--- config.mk ---
export PLATFORM = sky130hd
export DESIGN_NAME = nvm_write_guard
export DESIGN_NICKNAME = d
export VERILOG_FILES = /design/src/rtl/nvmg_pkg.sv /design/src/rtl/nvmg_unlock.sv /design/src/rtl/nvmg_ctrl.sv /design/src/rtl/nvmg_ptr.sv /design/src/rtl/nvm_write_guard.sv
export SDC_FILE = /design/constraint.sdc
export NUM_CORES = 1
export LEC_CHECK = 0
export BUFFER_PORTS_ARGS = -buffer_cell sky130_fd_sc_hd__buf_2
export CORE_MARGIN = 5
export CORE_UTILIZATION = 44
export CTS_CLUSTER_SIZE = 12
export DETAILED_ROUTE_END_ITERATION = 10
export PLACE_DENSITY_LB_ADDON = 0.3
export SLEW_MARGIN = 20
export SYNTH_ARGS = -nofsm -noshare
export SYNTH_HDL_FRONTEND = slang
export SYNTH_SLANG_ARGS = --single-unit
--- constraint.sdc ---
create_clock -name clk -period 1.4 [get_ports clk]
set_input_delay 0.14 -clock clk [delete_from_list [all_inputs] [get_ports clk]]
set_output_delay 0.14 -clock clk [all_outputs]
set_load 0.01 [all_outputs]
--- src/rtl/nvmg_pkg.sv ---
`timescale 1ns/1ps
package nvmg_pkg;

    localparam int DATA_W = 8;
    localparam int ADDR_W = 3;

    localparam logic [ADDR_W-1:0] A_CTRL = 3'd0;
    localparam logic [ADDR_W-1:0] A_KEY  = 3'd1;
    localparam int                A_PTR0 = 2;

    localparam logic [DATA_W-1:0] KEY_FIRST  = 8'h55;
    localparam logic [DATA_W-1:0] KEY_SECOND = 8'hAA;

    localparam int CB_WREN  = 0;
    localparam int CB_GO    = 1;
    localparam int CB_RD    = 2;
    localparam int CB_ERASE = 3;
    localparam int CB_ERR   = 4;
    localparam int CB_CFG   = 5;
    localparam int CB_PROG  = 6;

    // packed MSB first: layout matches the CB_* positions above
    typedef struct packed {
        logic pad;
        logic prog_space;
        logic cfg_space;
        logic err;
        logic erase;
        logic rd_go;
        logic wr_go;
        logic wr_en;
    } ctrl_t;

    typedef enum logic [1:0] {
        UL_IDLE  = 2'd0,
        UL_HALF  = 2'd1,
        UL_ARMED = 2'd2
    } unlock_e;

    function automatic logic [DATA_W-1:0] ctrl_view(input ctrl_t c);
        ctrl_t v;
        v       = c;
        v.rd_go = 1'b0;
        v.pad   = 1'b0;
        return v;
    endfunction

    function automatic int ptr_bytes(input int ptr_w, input int data_w);
        return (ptr_w + data_w - 1) / data_w;
    endfunction

endpackage

--- src/rtl/nvmg_unlock.sv ---
`timescale 1ns/1ps
module nvmg_unlock
    import nvmg_pkg::*;
(
    input  logic              clk,
    input  logic              rst,
    input  logic              warm_rst,
    input  logic              bus_wr,
    input  logic              bus_rd,
    input  logic [ADDR_W-1:0] bus_addr,
    input  logic [DATA_W-1:0] bus_wdata,
    input  logic              wr_en_q,
    input  logic              busy,
    output logic              armed,
    output logic              start
);

    unlock_e state_q, state_d;
    logic    access;
    logic    key_wr;
    logic    ctrl_wr;

    assign access  = bus_wr | bus_rd;
    assign key_wr  = bus_wr && (bus_addr == A_KEY);
    assign ctrl_wr = bus_wr && (bus_addr == A_CTRL);
    assign armed   = (state_q == UL_ARMED);

    assign start = armed && ctrl_wr && !busy && wr_en_q
                   && bus_wdata[CB_GO] && bus_wdata[CB_WREN];

    always_comb begin
        state_d = state_q;
        if (busy) begin
            state_d = UL_IDLE;
        end else if (access) begin
            unique case (state_q)
                UL_IDLE:  state_d = (key_wr && bus_wdata == KEY_FIRST)  ? UL_HALF  : UL_IDLE;
                UL_HALF:  state_d = (key_wr && bus_wdata == KEY_SECOND) ? UL_ARMED : UL_IDLE;
                default:  state_d = UL_IDLE;
            endcase
        end
    end

    always_ff @(posedge clk) begin
        if (rst || warm_rst) state_q <= UL_IDLE;
        else                 state_q <= state_d;
    end

endmodule

--- src/rtl/nvmg_ctrl.sv ---
`timescale 1ns/1ps
module nvmg_ctrl
    import nvmg_pkg::*;
(
    input  logic              clk,
    input  logic              rst,
    input  logic              warm_rst,
    input  logic              ctrl_wr,
    input  logic [DATA_W-1:0] wdata,
    input  logic              start,
    input  logic              mem_done,
    output ctrl_t             ctrl_q
);

    always_ff @(posedge clk) begin
        if (rst) begin
            ctrl_q <= '0;
        end else if (warm_rst) begin
            ctrl_q     <= '0;
            ctrl_q.err <= ctrl_q.err | ctrl_q.wr_go;
        end else begin
            ctrl_q.rd_go <= 1'b0;
            if (ctrl_q.wr_go) begin
                if (mem_done) ctrl_q.wr_go <= 1'b0;
            end else if (ctrl_wr) begin
                ctrl_q.wr_en      <= wdata[CB_WREN];
                ctrl_q.erase      <= wdata[CB_ERASE];
                ctrl_q.cfg_space  <= wdata[CB_CFG];
                ctrl_q.prog_space <= wdata[CB_PROG];
                ctrl_q.rd_go      <= wdata[CB_RD];
                ctrl_q.err        <= ctrl_q.err & wdata[CB_ERR];
                ctrl_q.wr_go      <= start;
            end
        end
    end

endmodule

--- src/rtl/nvmg_ptr.sv ---
`timescale 1ns/1ps
module nvmg_ptr
    import nvmg_pkg::*;
#(
    parameter int PTR_W = 22
) (
    input  logic              clk,
    input  logic              rst,
    input  logic              warm_rst,
    input  logic              wr_ok,
    input  logic              bus_wr,
    input  logic [ADDR_W-1:0] bus_addr,
    input  logic [DATA_W-1:0] bus_wdata,
    input  logic              test_mode,
    output logic [PTR_W-1:0]  ptr,
    output logic [ptr_bytes(PTR_W, DATA_W)*DATA_W-1:0] ptr_flat
);

    localparam int NB = ptr_bytes(PTR_W, DATA_W);
    localparam int PW = NB * DATA_W;

    logic [PW-1:0] bytes_q;
    logic [PW-1:0] wmask;
    logic [NB-1:0] hit;

    always_comb begin
        wmask = '0;
        for (int j = 0; j < PTR_W - 1; j++) wmask[j] = 1'b1;
        wmask[PTR_W-1] = test_mode;
    end

    for (genvar i = 0; i < NB; i++) begin : g_hit
        assign hit[i] = wr_ok && bus_wr && (bus_addr == ADDR_W'(A_PTR0 + i));
    end

    always_ff @(posedge clk) begin
        if (rst || warm_rst) begin
            bytes_q <= '0;
        end else begin
            for (int i = 0; i < NB; i++) begin
                if (hit[i]) begin
                    bytes_q[i*DATA_W +: DATA_W] <=
                        (bus_wdata & wmask[i*DATA_W +: DATA_W]) |
                        (bytes_q[i*DATA_W +: DATA_W] & ~wmask[i*DATA_W +: DATA_W]);
                end
            end
        end
    end

    assign ptr      = bytes_q[PTR_W-1:0];
    assign ptr_flat = bytes_q;

endmodule

--- src/rtl/nvm_write_guard.sv ---
`timescale 1ns/1ps
module nvm_write_guard
    import nvmg_pkg::*;
#(
    parameter int PTR_W = 22
) (
    input  logic              clk,
    input  logic              rst,
    input  logic              mclr_rst,
    input  logic              wdt_rst,
    input  logic              test_mode,
    input  logic              bus_wr,
    input  logic              bus_rd,
    input  logic [ADDR_W-1:0] bus_addr,
    input  logic [DATA_W-1:0] bus_wdata,
    output logic [DATA_W-1:0] bus_rdata,
    output logic              mem_wr_req,
    output logic              mem_rd_req,
    output logic              mem_erase,
    output logic              mem_prog_space,
    output logic              mem_cfg_space,
    output logic [PTR_W-1:0]  mem_addr,
    input  logic              mem_done,
    output logic              cpu_stall
);

    localparam int NB = ptr_bytes(PTR_W, DATA_W);

    ctrl_t                ctrl_q;
    logic                 warm_rst;
    logic                 busy;
    logic                 armed;
    logic                 start;
    logic                 ctrl_wr;
    logic [NB*DATA_W-1:0] ptr_flat;

    assign warm_rst = mclr_rst | wdt_rst;
    assign busy     = ctrl_q.wr_go;
    assign ctrl_wr  = bus_wr && (bus_addr == A_CTRL);

    nvmg_unlock u_unlock (
        .clk       (clk),
        .rst       (rst),
        .warm_rst  (warm_rst),
        .bus_wr    (bus_wr),
        .bus_rd    (bus_rd),
        .bus_addr  (bus_addr),
        .bus_wdata (bus_wdata),
        .wr_en_q   (ctrl_q.wr_en),
        .busy      (busy),
        .armed     (armed),
        .start     (start)
    );

    nvmg_ctrl u_ctrl (
        .clk      (clk),
        .rst      (rst),
        .warm_rst (warm_rst),
        .ctrl_wr  (ctrl_wr),
        .wdata    (bus_wdata),
        .start    (start),
        .mem_done (mem_done),
        .ctrl_q   (ctrl_q)
    );

    nvmg_ptr #(.PTR_W(PTR_W)) u_ptr (
        .clk       (clk),
        .rst       (rst),
        .warm_rst  (warm_rst),
        .wr_ok     (!busy),
        .bus_wr    (bus_wr),
        .bus_addr  (bus_addr),
        .bus_wdata (bus_wdata),
        .test_mode (test_mode),
        .ptr       (mem_addr),
        .ptr_flat  (ptr_flat)
    );

    always_comb begin
        bus_rdata = '0;
        if (bus_rd) begin
            if (bus_addr == A_CTRL) bus_rdata = ctrl_view(ctrl_q);
            for (int i = 0; i < NB; i++) begin
                if (bus_addr == ADDR_W'(A_PTR0 + i)) bus_rdata = ptr_flat[i*DATA_W +: DATA_W];
            end
        end
    end

    assign mem_wr_req     = ctrl_q.wr_go;
    assign cpu_stall      = ctrl_q.wr_go;
    assign mem_rd_req     = ctrl_q.rd_go;
    assign mem_erase      = ctrl_q.erase;
    assign mem_prog_space = ctrl_q.prog_space;
    assign mem_cfg_space  = ctrl_q.cfg_space;

endmodule

======== Word level (Yosys, flattened, before mapping) ========
Cells that the tools add are included.
cells by class
  equality and inequality tests ........... 9
  mux-type cells .......................... 14
  reduce and logical (&&, ||, !) cells .... 23
  bitwise operators ....................... 10
operator list
  kind                                                  number
  2-to-1 mux 8 bit                                      4
  logical AND 1 bit                                     13
  2-to-1 mux 5 bit                                      2
  AND 8 x 6 -> 8 bit                                    1
  AND 8 bit                                             1
  equality test 8 x 7 -> 1 bit (second input constant)  1
  equality test 8 bit (second input constant)           1
  NOT 6 -> 8 bit                                        1
  OR 8 bit                                              1
  2-to-1 mux 7 bit                                      1
  equality test 3 x 2 -> 1 bit (second input constant)  2
  2-to-1 mux 1 bit                                      4
  one-hot mux 2 bit (2 select lines)                    1
  AND reduction 2 bit                                   2
  OR reduction 2 bit                                    2
  OR reduction 4 bit                                    1
  equality test 3 x 1 -> 1 bit (second input constant)  1
  equality test 3 bit (second input constant)           1
  logical NOT 3 bit                                     1
  2-to-1 mux 3 bit                                      1
  OR 1 bit                                              3
  equality test 2 x 1 -> 1 bit (second input constant)  1
  equality test 2 bit (second input constant)           1
  logical NOT 2 bit                                     1
  7 further kinds                                       8
word-level totals
  register bits ........................... 33
  word-level logic and storage cells ...... 67

======== Longest topological paths before layout ========
  depth in word-level cells ............... 10
  gate-level depth with buffers ........... 6
  mapped depth without buffers ............ 3

======== Hierarchy ========
From an unflattened synthesis, not the netlist that was laid out.
second synthesis, totals
  cells, all modules ...................... 192
  area total of the unflattened synthesis .. 1785.5 um^2
by module, submodules not included
  module           cells each  times used  area an instance (um^2)
  nvmg_ptr         110         1           1046.0
  nvmg_ctrl        28          1           274.0
  nvm_write_guard  33          1           267.8
  nvmg_unlock      21          1           197.7

======== Worst setup path after synthesis ========
No wires, ideal clock.
  path kind ............................... reg2reg
  start ................................... reg u_ctrl.ctrl_q[1] (netlist name)
  end ..................................... reg u_unlock.state_q[1]
  arrival time ............................ 1.340 ns
  cell stages (with the launch flop) ...... 4
  buffers on the path ..................... 0
  required time ........................... 1.316 ns
  path slack .............................. -0.024 ns
  period minus slack after synthesis ...... 1.424 ns
  cell sequence ........................... dfxtp_1 > or3b_4 > or3_1 > o31ai_2
between the ends
  longest elaborated chain between the ends .. 1
RTL lines
  what                          line               text
  OR reduction 2 bit (no line)  -
  end signal: assignment        nvmg_unlock.sv:46  else state_q <= state_d;
  end: declaration              nvmg_unlock.sv:18  unlock_e state_q, state_d;
Every way passes these cells.
A chain may end at the register's enable or synchronous reset.

======== Final worst setup path ========
  start ................................... reg u_ptr.bytes_q[8] (netlist: u_ptr.ptr_flat[8])
  end ..................................... out bus_rdata[0]
between the ends
  longest elaborated chain between the ends .. 3
RTL lines
  what                              line                   text
  start: declaration                nvmg_ptr.sv:22         logic [PW-1:0] bytes_q;
  start signal: indexed assignment  nvmg_ptr.sv:42         bytes_q[i*DATA_W +: DATA_W] <=
  2-to-1 mux 8 bit (2 in series)    nvm_write_guard.sv:84  if (bus_addr == ADDR_W'(A_PTR0 + i)) bus_rdata = ptr_flat[i*DATA_W +: DATA_W];
  2-to-1 mux 8 bit                  nvm_write_guard.sv:81  if (bus_rd) begin
  end: declaration                  nvm_write_guard.sv:16  output logic [DATA_W-1:0] bus_rdata,
Every way passes these cells.

==> report_table.html <==
<table>
<tr><th>Metric</th><th>Value</th></tr>
<tr><th colspan="2">Job</th></tr>
<tr><td>Maxcap violations</td><td>0</td></tr>
<tr><th colspan="2">Logic synthesis</th></tr>
<tr><td>Cell area after synthesis</td><td>between 1500 and 2000 um^2</td></tr>
<tr><td>Post-synthesis net count</td><td>213</td></tr>
<tr><td>Post-synth EDFFs</td><td>0</td></tr>
<tr><td>Synth Register Bits</td><td>31</td></tr>
<tr><td>Seq/Total Area, Yosys</td><td>39.65%</td></tr>
<tr><td>Largest cells by area after synthesis</td><td>sky130_fd_sc_hd__dfxtp_1, sky130_fd_sc_hd__nand3_1, sky130_fd_sc_hd__a21oi_1</td></tr>
<tr><td>Area fraction of the dominant cell type after synthesis</td><td>between 30 and 40%</td></tr>
<tr><td>Prevailing post-synth register cell</td><td>sky130_fd_sc_hd__dfxtp_1</td></tr>
<tr><td>Count of cell types in the netlist</td><td>32</td></tr>
<tr><td>Mean area per synthesized cell</td><td>8.068 um^2</td></tr>
<tr><td>Number of instances in the synthesized netlist</td><td>around 190</td></tr>
<tr><td>Most area-hungry cell type in the Yosys netlist</td><td>sky130_fd_sc_hd__dfxtp_1</td></tr>
<tr><td>Ys async rst share</td><td>0%</td></tr>
<tr><td>Number of synthesis warnings</td><td>0</td></tr>
<tr><th colspan="2">Worst setup path</th></tr>
<tr><td>Biggest cell delay along the critical path</td><td>roughly 0.35 ns</td></tr>
<tr><td>Nature of the critical path startpoint</td><td>flop</td></tr>
<tr><td>Total stage count of the critical path</td><td>4</td></tr>
<tr><td>Buffers &amp; Inverters on Critical Path</td><td>1</td></tr>
<tr><td>Critical setup path kind</td><td>flop to output pin</td></tr>
<tr><td>Worst-path cell chain</td><td>mux2i_1 &gt; o22ai_1 &gt; o211a_1 &gt; buf_2</td></tr>
<tr><td>Arr. time, crit path</td><td>approximately 1.3 ns</td></tr>
<tr><td>Worst Setup End Kind</td><td>output pin</td></tr>
<tr><td>Cell type group with the largest total delay on the critical path</td><td>flip-flops</td></tr>
<tr><td>Critical path peak fanout</td><td>3</td></tr>
<tr><td>Critical Path Slowest Stage Cell</td><td>sky130_fd_sc_hd__dfxtp_2</td></tr>
<tr><td>Data required time at the worst endpoint</td><td>1.26 ns</td></tr>
<tr><td>Number of cells traversed by the worst register-to-register path</td><td>3</td></tr>
<tr><th colspan="2">Timing</th></tr>
<tr><td>Transition at the pin with the smallest max-transition slack</td><td>around 0.44 ns</td></tr>
<tr><td>RSZ-0062 raised after global routing</td><td>true</td></tr>
<tr><td>Max Clock Freq</td><td>approximately 720 MHz</td></tr>
<tr><td>Count of final setup violators</td><td>0</td></tr>
<tr><td>Post-layout min period</td><td>1.392 ns</td></tr>
<tr><td>Clock skew after layout</td><td>~0.010 ns</td></tr>
<tr><td>Max-slew violation count</td><td>0</td></tr>
<tr><td>Slew Limit Headroom</td><td>just over 70%</td></tr>
<tr><td>Hold Worst Slack</td><td>approximately 0.09 ns</td></tr>
<tr><td>Total negative slack</td><td>0 ns</td></tr>
<tr><td>Count of endpoints failing hold in the final timing report</td><td>0</td></tr>
<tr><td>Post-route fraction of the period consumed by the critical path</td><td>between 90% and 100%</td></tr>
<tr><th colspan="2">Route</th></tr>
<tr><td>Total Wirelength</td><td>~5 mm</td></tr>
<tr><td>Number of vias per cell after detailed routing</td><td>approximately 5.7</td></tr>
<tr><td>Count of TritonRoute iterations in the first routing pass</td><td>4</td></tr>
<tr><td>Initial DRC count</td><td>between 150 and 200</td></tr>
<tr><td># DRC</td><td>0</td></tr>
<tr><td>Wire length per cell after detailed routing</td><td>between 15 and 20 um</td></tr>
<tr><td>Antenna viol nets, final</td><td>0</td></tr>
<tr><td>Total via count in the routed design</td><td>between 1.5k and 2k</td></tr>
<tr><th colspan="2">Placement</th></tr>
<tr><td>Number of port buffers</td><td>between 50 and 60</td></tr>
<tr><td>Placer's final routability congestion estimate</td><td>0.8795</td></tr>
<tr><td>Detailed Place HPWL</td><td>between 3 and 4 mm</td></tr>
<tr><td>Cell area reported after detailed placement</td><td>around 1900 um^2</td></tr>
<tr><th colspan="2">Clock tree</th></tr>
<tr><td>CTS Buf Count</td><td>5</td></tr>
<tr><td>Clk sink count</td><td>31</td></tr>
<tr><td>TritonCTS clock tree</td><td>yes</td></tr>
<tr><td>CTS H-tree depth</td><td>2</td></tr>
<tr><td>Worst-Skew Late Latency</td><td>between 0.3 and 0.4 ns</td></tr>
<tr><td>Worst-path clk slew</td><td>~0.09 ns</td></tr>
<tr><td>CTS Buffer Depth</td><td>2</td></tr>
<tr><td>Clock root buffer</td><td>sky130_fd_sc_hd__clkbuf_4</td></tr>
<tr><th colspan="2">Die</th></tr>
<tr><td>Floorplan die width</td><td>69.65 um</td></tr>
<tr><td>Row Count</td><td>21</td></tr>
<tr><td>Total core area</td><td>approximately 3400 um^2</td></tr>
<tr><td>Boundary Pins</td><td>55</td></tr>
<tr><td>Initial cell density of the core</td><td>between 40% and 50%</td></tr>
<tr><td>Die ar.</td><td>4850 um^2</td></tr>
<tr><td>Height of the chip</td><td>between 60 and 70 um</td></tr>
<tr><th colspan="2">Min path</th></tr>
<tr><td>Cell depth of the worst min-delay path</td><td>3</td></tr>
<tr><td>Hold/Removal Path Class</td><td>primary input to flop</td></tr>
<tr><th colspan="2">Power and ir drop</th></tr>
<tr><td>Static Leakage</td><td>~0.9 nW</td></tr>
<tr><td>Ratio of total power to cell area</td><td>~820 nW/um^2</td></tr>
<tr><td>VDD IR-drop max</td><td>slightly below 0.0005 V</td></tr>
<tr><th colspan="2">Final layout</th></tr>
<tr><td>Area overhead of the layout relative to synthesis</td><td>35.09%</td></tr>
<tr><td>Total area of sequential cells</td><td>between 600 and 700 um^2</td></tr>
<tr><td>Number of fillers in the final layout</td><td>just over 300</td></tr>
<tr><td>Post-route cell area</td><td>between 2000 and 2500 um^2</td></tr>
<tr><td>Diode insertion count for antenna repair</td><td>0</td></tr>
<tr><td>Nets</td><td>~280</td></tr>
<tr><td>Proportion of layout cells with a drive suffix above 1</td><td>40.23%</td></tr>
<tr><td>Total area of multi-input combinational cells</td><td>895.9 um^2</td></tr>
<tr><th colspan="2">GRT</th></tr>
<tr><td>Grt ovf</td><td>0</td></tr>
<tr><td>Number of antenna violations at the first check in global routing</td><td>0</td></tr>
<tr><td>Combined global-route utilization of all metal layers</td><td>roughly a fifth</td></tr>
<tr><td>Maximum number of pins on one net before global-route repair</td><td>27</td></tr>
<tr><td>Via count of the first global-routing pass</td><td>between 1.5k and 2k</td></tr>
<tr><td>First-pass GRT wire length</td><td>roughly 8.0 mm</td></tr>
<tr><th colspan="2">Outcome</th></tr>
<tr><td>Status</td><td>completed</td></tr>
</table>
layout by cell type, fill, tap and decap left out, types with 2 or more instances in the layout:
master	synthesis	layout
sky130_fd_sc_hd__clkbuf_4	0	5
sky130_fd_sc_hd__buf_2	3	53
sky130_fd_sc_hd__a21oi_1	27	27
sky130_fd_sc_hd__dfxtp_2	0	13
sky130_fd_sc_hd__o22ai_1	7	6
sky130_fd_sc_hd__buf_6	1	2
sky130_fd_sc_hd__mux2i_1	9	8
sky130_fd_sc_hd__dfxtp_1	31	17
sky130_fd_sc_hd__nand2_1	3	3
sky130_fd_sc_hd__nand4_1	2	2
sky130_fd_sc_hd__nor3b_1	2	2
sky130_fd_sc_hd__nand2b_1	4	4
sky130_fd_sc_hd__o21ai_0	27	25
sky130_fd_sc_hd__clkbuf_8	0	2
sky130_fd_sc_hd__or3b_4	1	2
sky130_fd_sc_hd__buf_4	1	20
sky130_fd_sc_hd__nor2_1	7	6
sky130_fd_sc_hd__nand3_1	31	31
sky130_fd_sc_hd__o21ai_1	0	2
sky130_fd_sc_hd__nor4bb_1	2	2
sky130_fd_sc_hd__o211a_1	5	5
sky130_fd_sc_hd__nor3_1	3	3
sky130_fd_sc_hd__and3b_1	2	2
sky130_fd_sc_hd__nor2b_1	2	2
stage by stage:
step | power (mW) | std cells | utilization, % | worst slack (ns)
global placement | 1.127 | 294 | 57.33 | 0.04500
finish | 1.725 | 307 | 62.38 | 0.008064
floorplan | 1.022 | 194 | - | 0.02337
detailed placement | 1.128 | 294 | 57.33 | 0.01223
global route | 1.784 | 307 | 62.38 | -0.06231
CTS | 1.713 | 305 | 60.54 | 0.004480
worst min-delay path, delay by kind of cell:
family	cells	cell delay, ns
buf+inv	1	0.10
simple gates	1	0.07
mux	1	0.07
kinds of logic after synthesis:
logic type | synth area share, %
multiplexers | 5.756
flip-flops | 39.65
AND/OR/NAND/NOR | 24.78
AO/OA/AOI/OAI | 24.54
buffers and inverters | 5.275
layout make-up:
| class | count | share of cell area, % |
|---|---|---|
| timing repair buffer | 76 | 21.18 |
| tap | 46 | 2.722 |
| multi-input combinational | 145 | 42.37 |
| clock buffer | 8 | 3.254 |
| sequential | 31 | 30.30 |
| inverter | 1 | 0.1775 |
where the power goes:
part | switching, mW | internal, mW | leakage (nW) | total [mW]
sequential | 0.00219 | 0.882 | 0.257 | 0.884
clock | 0.311 | 0.295 | 0.0386 | 0.606
combinational | 0.142 | 0.0924 | 0.619 | 0.235
cell usage after synthesis, types with 2 or more instances:
cell type                  count
sky130_fd_sc_hd__dfxtp_1      31
sky130_fd_sc_hd__nand3_1      31
sky130_fd_sc_hd__a21oi_1      27
sky130_fd_sc_hd__o21ai_0      27
sky130_fd_sc_hd__clkbuf_1     12
sky130_fd_sc_hd__mux2i_1       9
sky130_fd_sc_hd__nor2_1        7
sky130_fd_sc_hd__o22ai_1       7
sky130_fd_sc_hd__o211a_1       5
sky130_fd_sc_hd__nand2b_1      4
sky130_fd_sc_hd__buf_2         3
sky130_fd_sc_hd__nand2_1       3
sky130_fd_sc_hd__nor3_1        3
sky130_fd_sc_hd__and3b_1       2
sky130_fd_sc_hd__nand4_1       2
sky130_fd_sc_hd__nor2b_1       2
sky130_fd_sc_hd__nor3b_1       2
sky130_fd_sc_hd__nor4bb_1      2
sky130_fd_sc_hd__or3_1         2
registers in the layout, indices dropped and copies added (netlist names), named ones only:
signal and count:
u_ptr.ptr_flat 21, u_unlock.state_q 2, u_ctrl.ctrl_q 7
what timing repair did:
| item | CTS | global route |
|---|---|---|
| buffers inserted | 2 | 2 |
| endpoints found under the hold margin | 1 | 0 |
| pin swaps | 3 | 6 |
| hold buffers | 1 | 0 |
| resized for setup | 6 | 19 |
| endpoints found under the setup margin | 3 | 10 |
final timing paths:
kind	start	end	slack, ns
setup / recovery	u_ptr.ptr_flat[8]	bus_rdata[0]	0.008
hold / removal	test_mode	flop	0.09
setup reg to reg	u_ctrl.ctrl_q[1]	u_unlock.state_q[1]	0.04
hold reg to reg	u_ptr.ptr_flat[5]	u_ptr.ptr_flat[5]	0.50
metal layers:
| layer | up-vias | track usage [%] | share of wire (%) |
|---|---|---|---|
| met1 | 811 | 27.22 | 44 |
| met5 | - | 0 | 0 |
| met4 | 0 | 7.660 | 2.3 |
| met3 | 14 | 7.101 | 9.4 |
| met2 | 91 | 30.08 | 44 |
| li1 | 846 | - | - |
No activity file was read; power rests on OpenSTA's default activity.
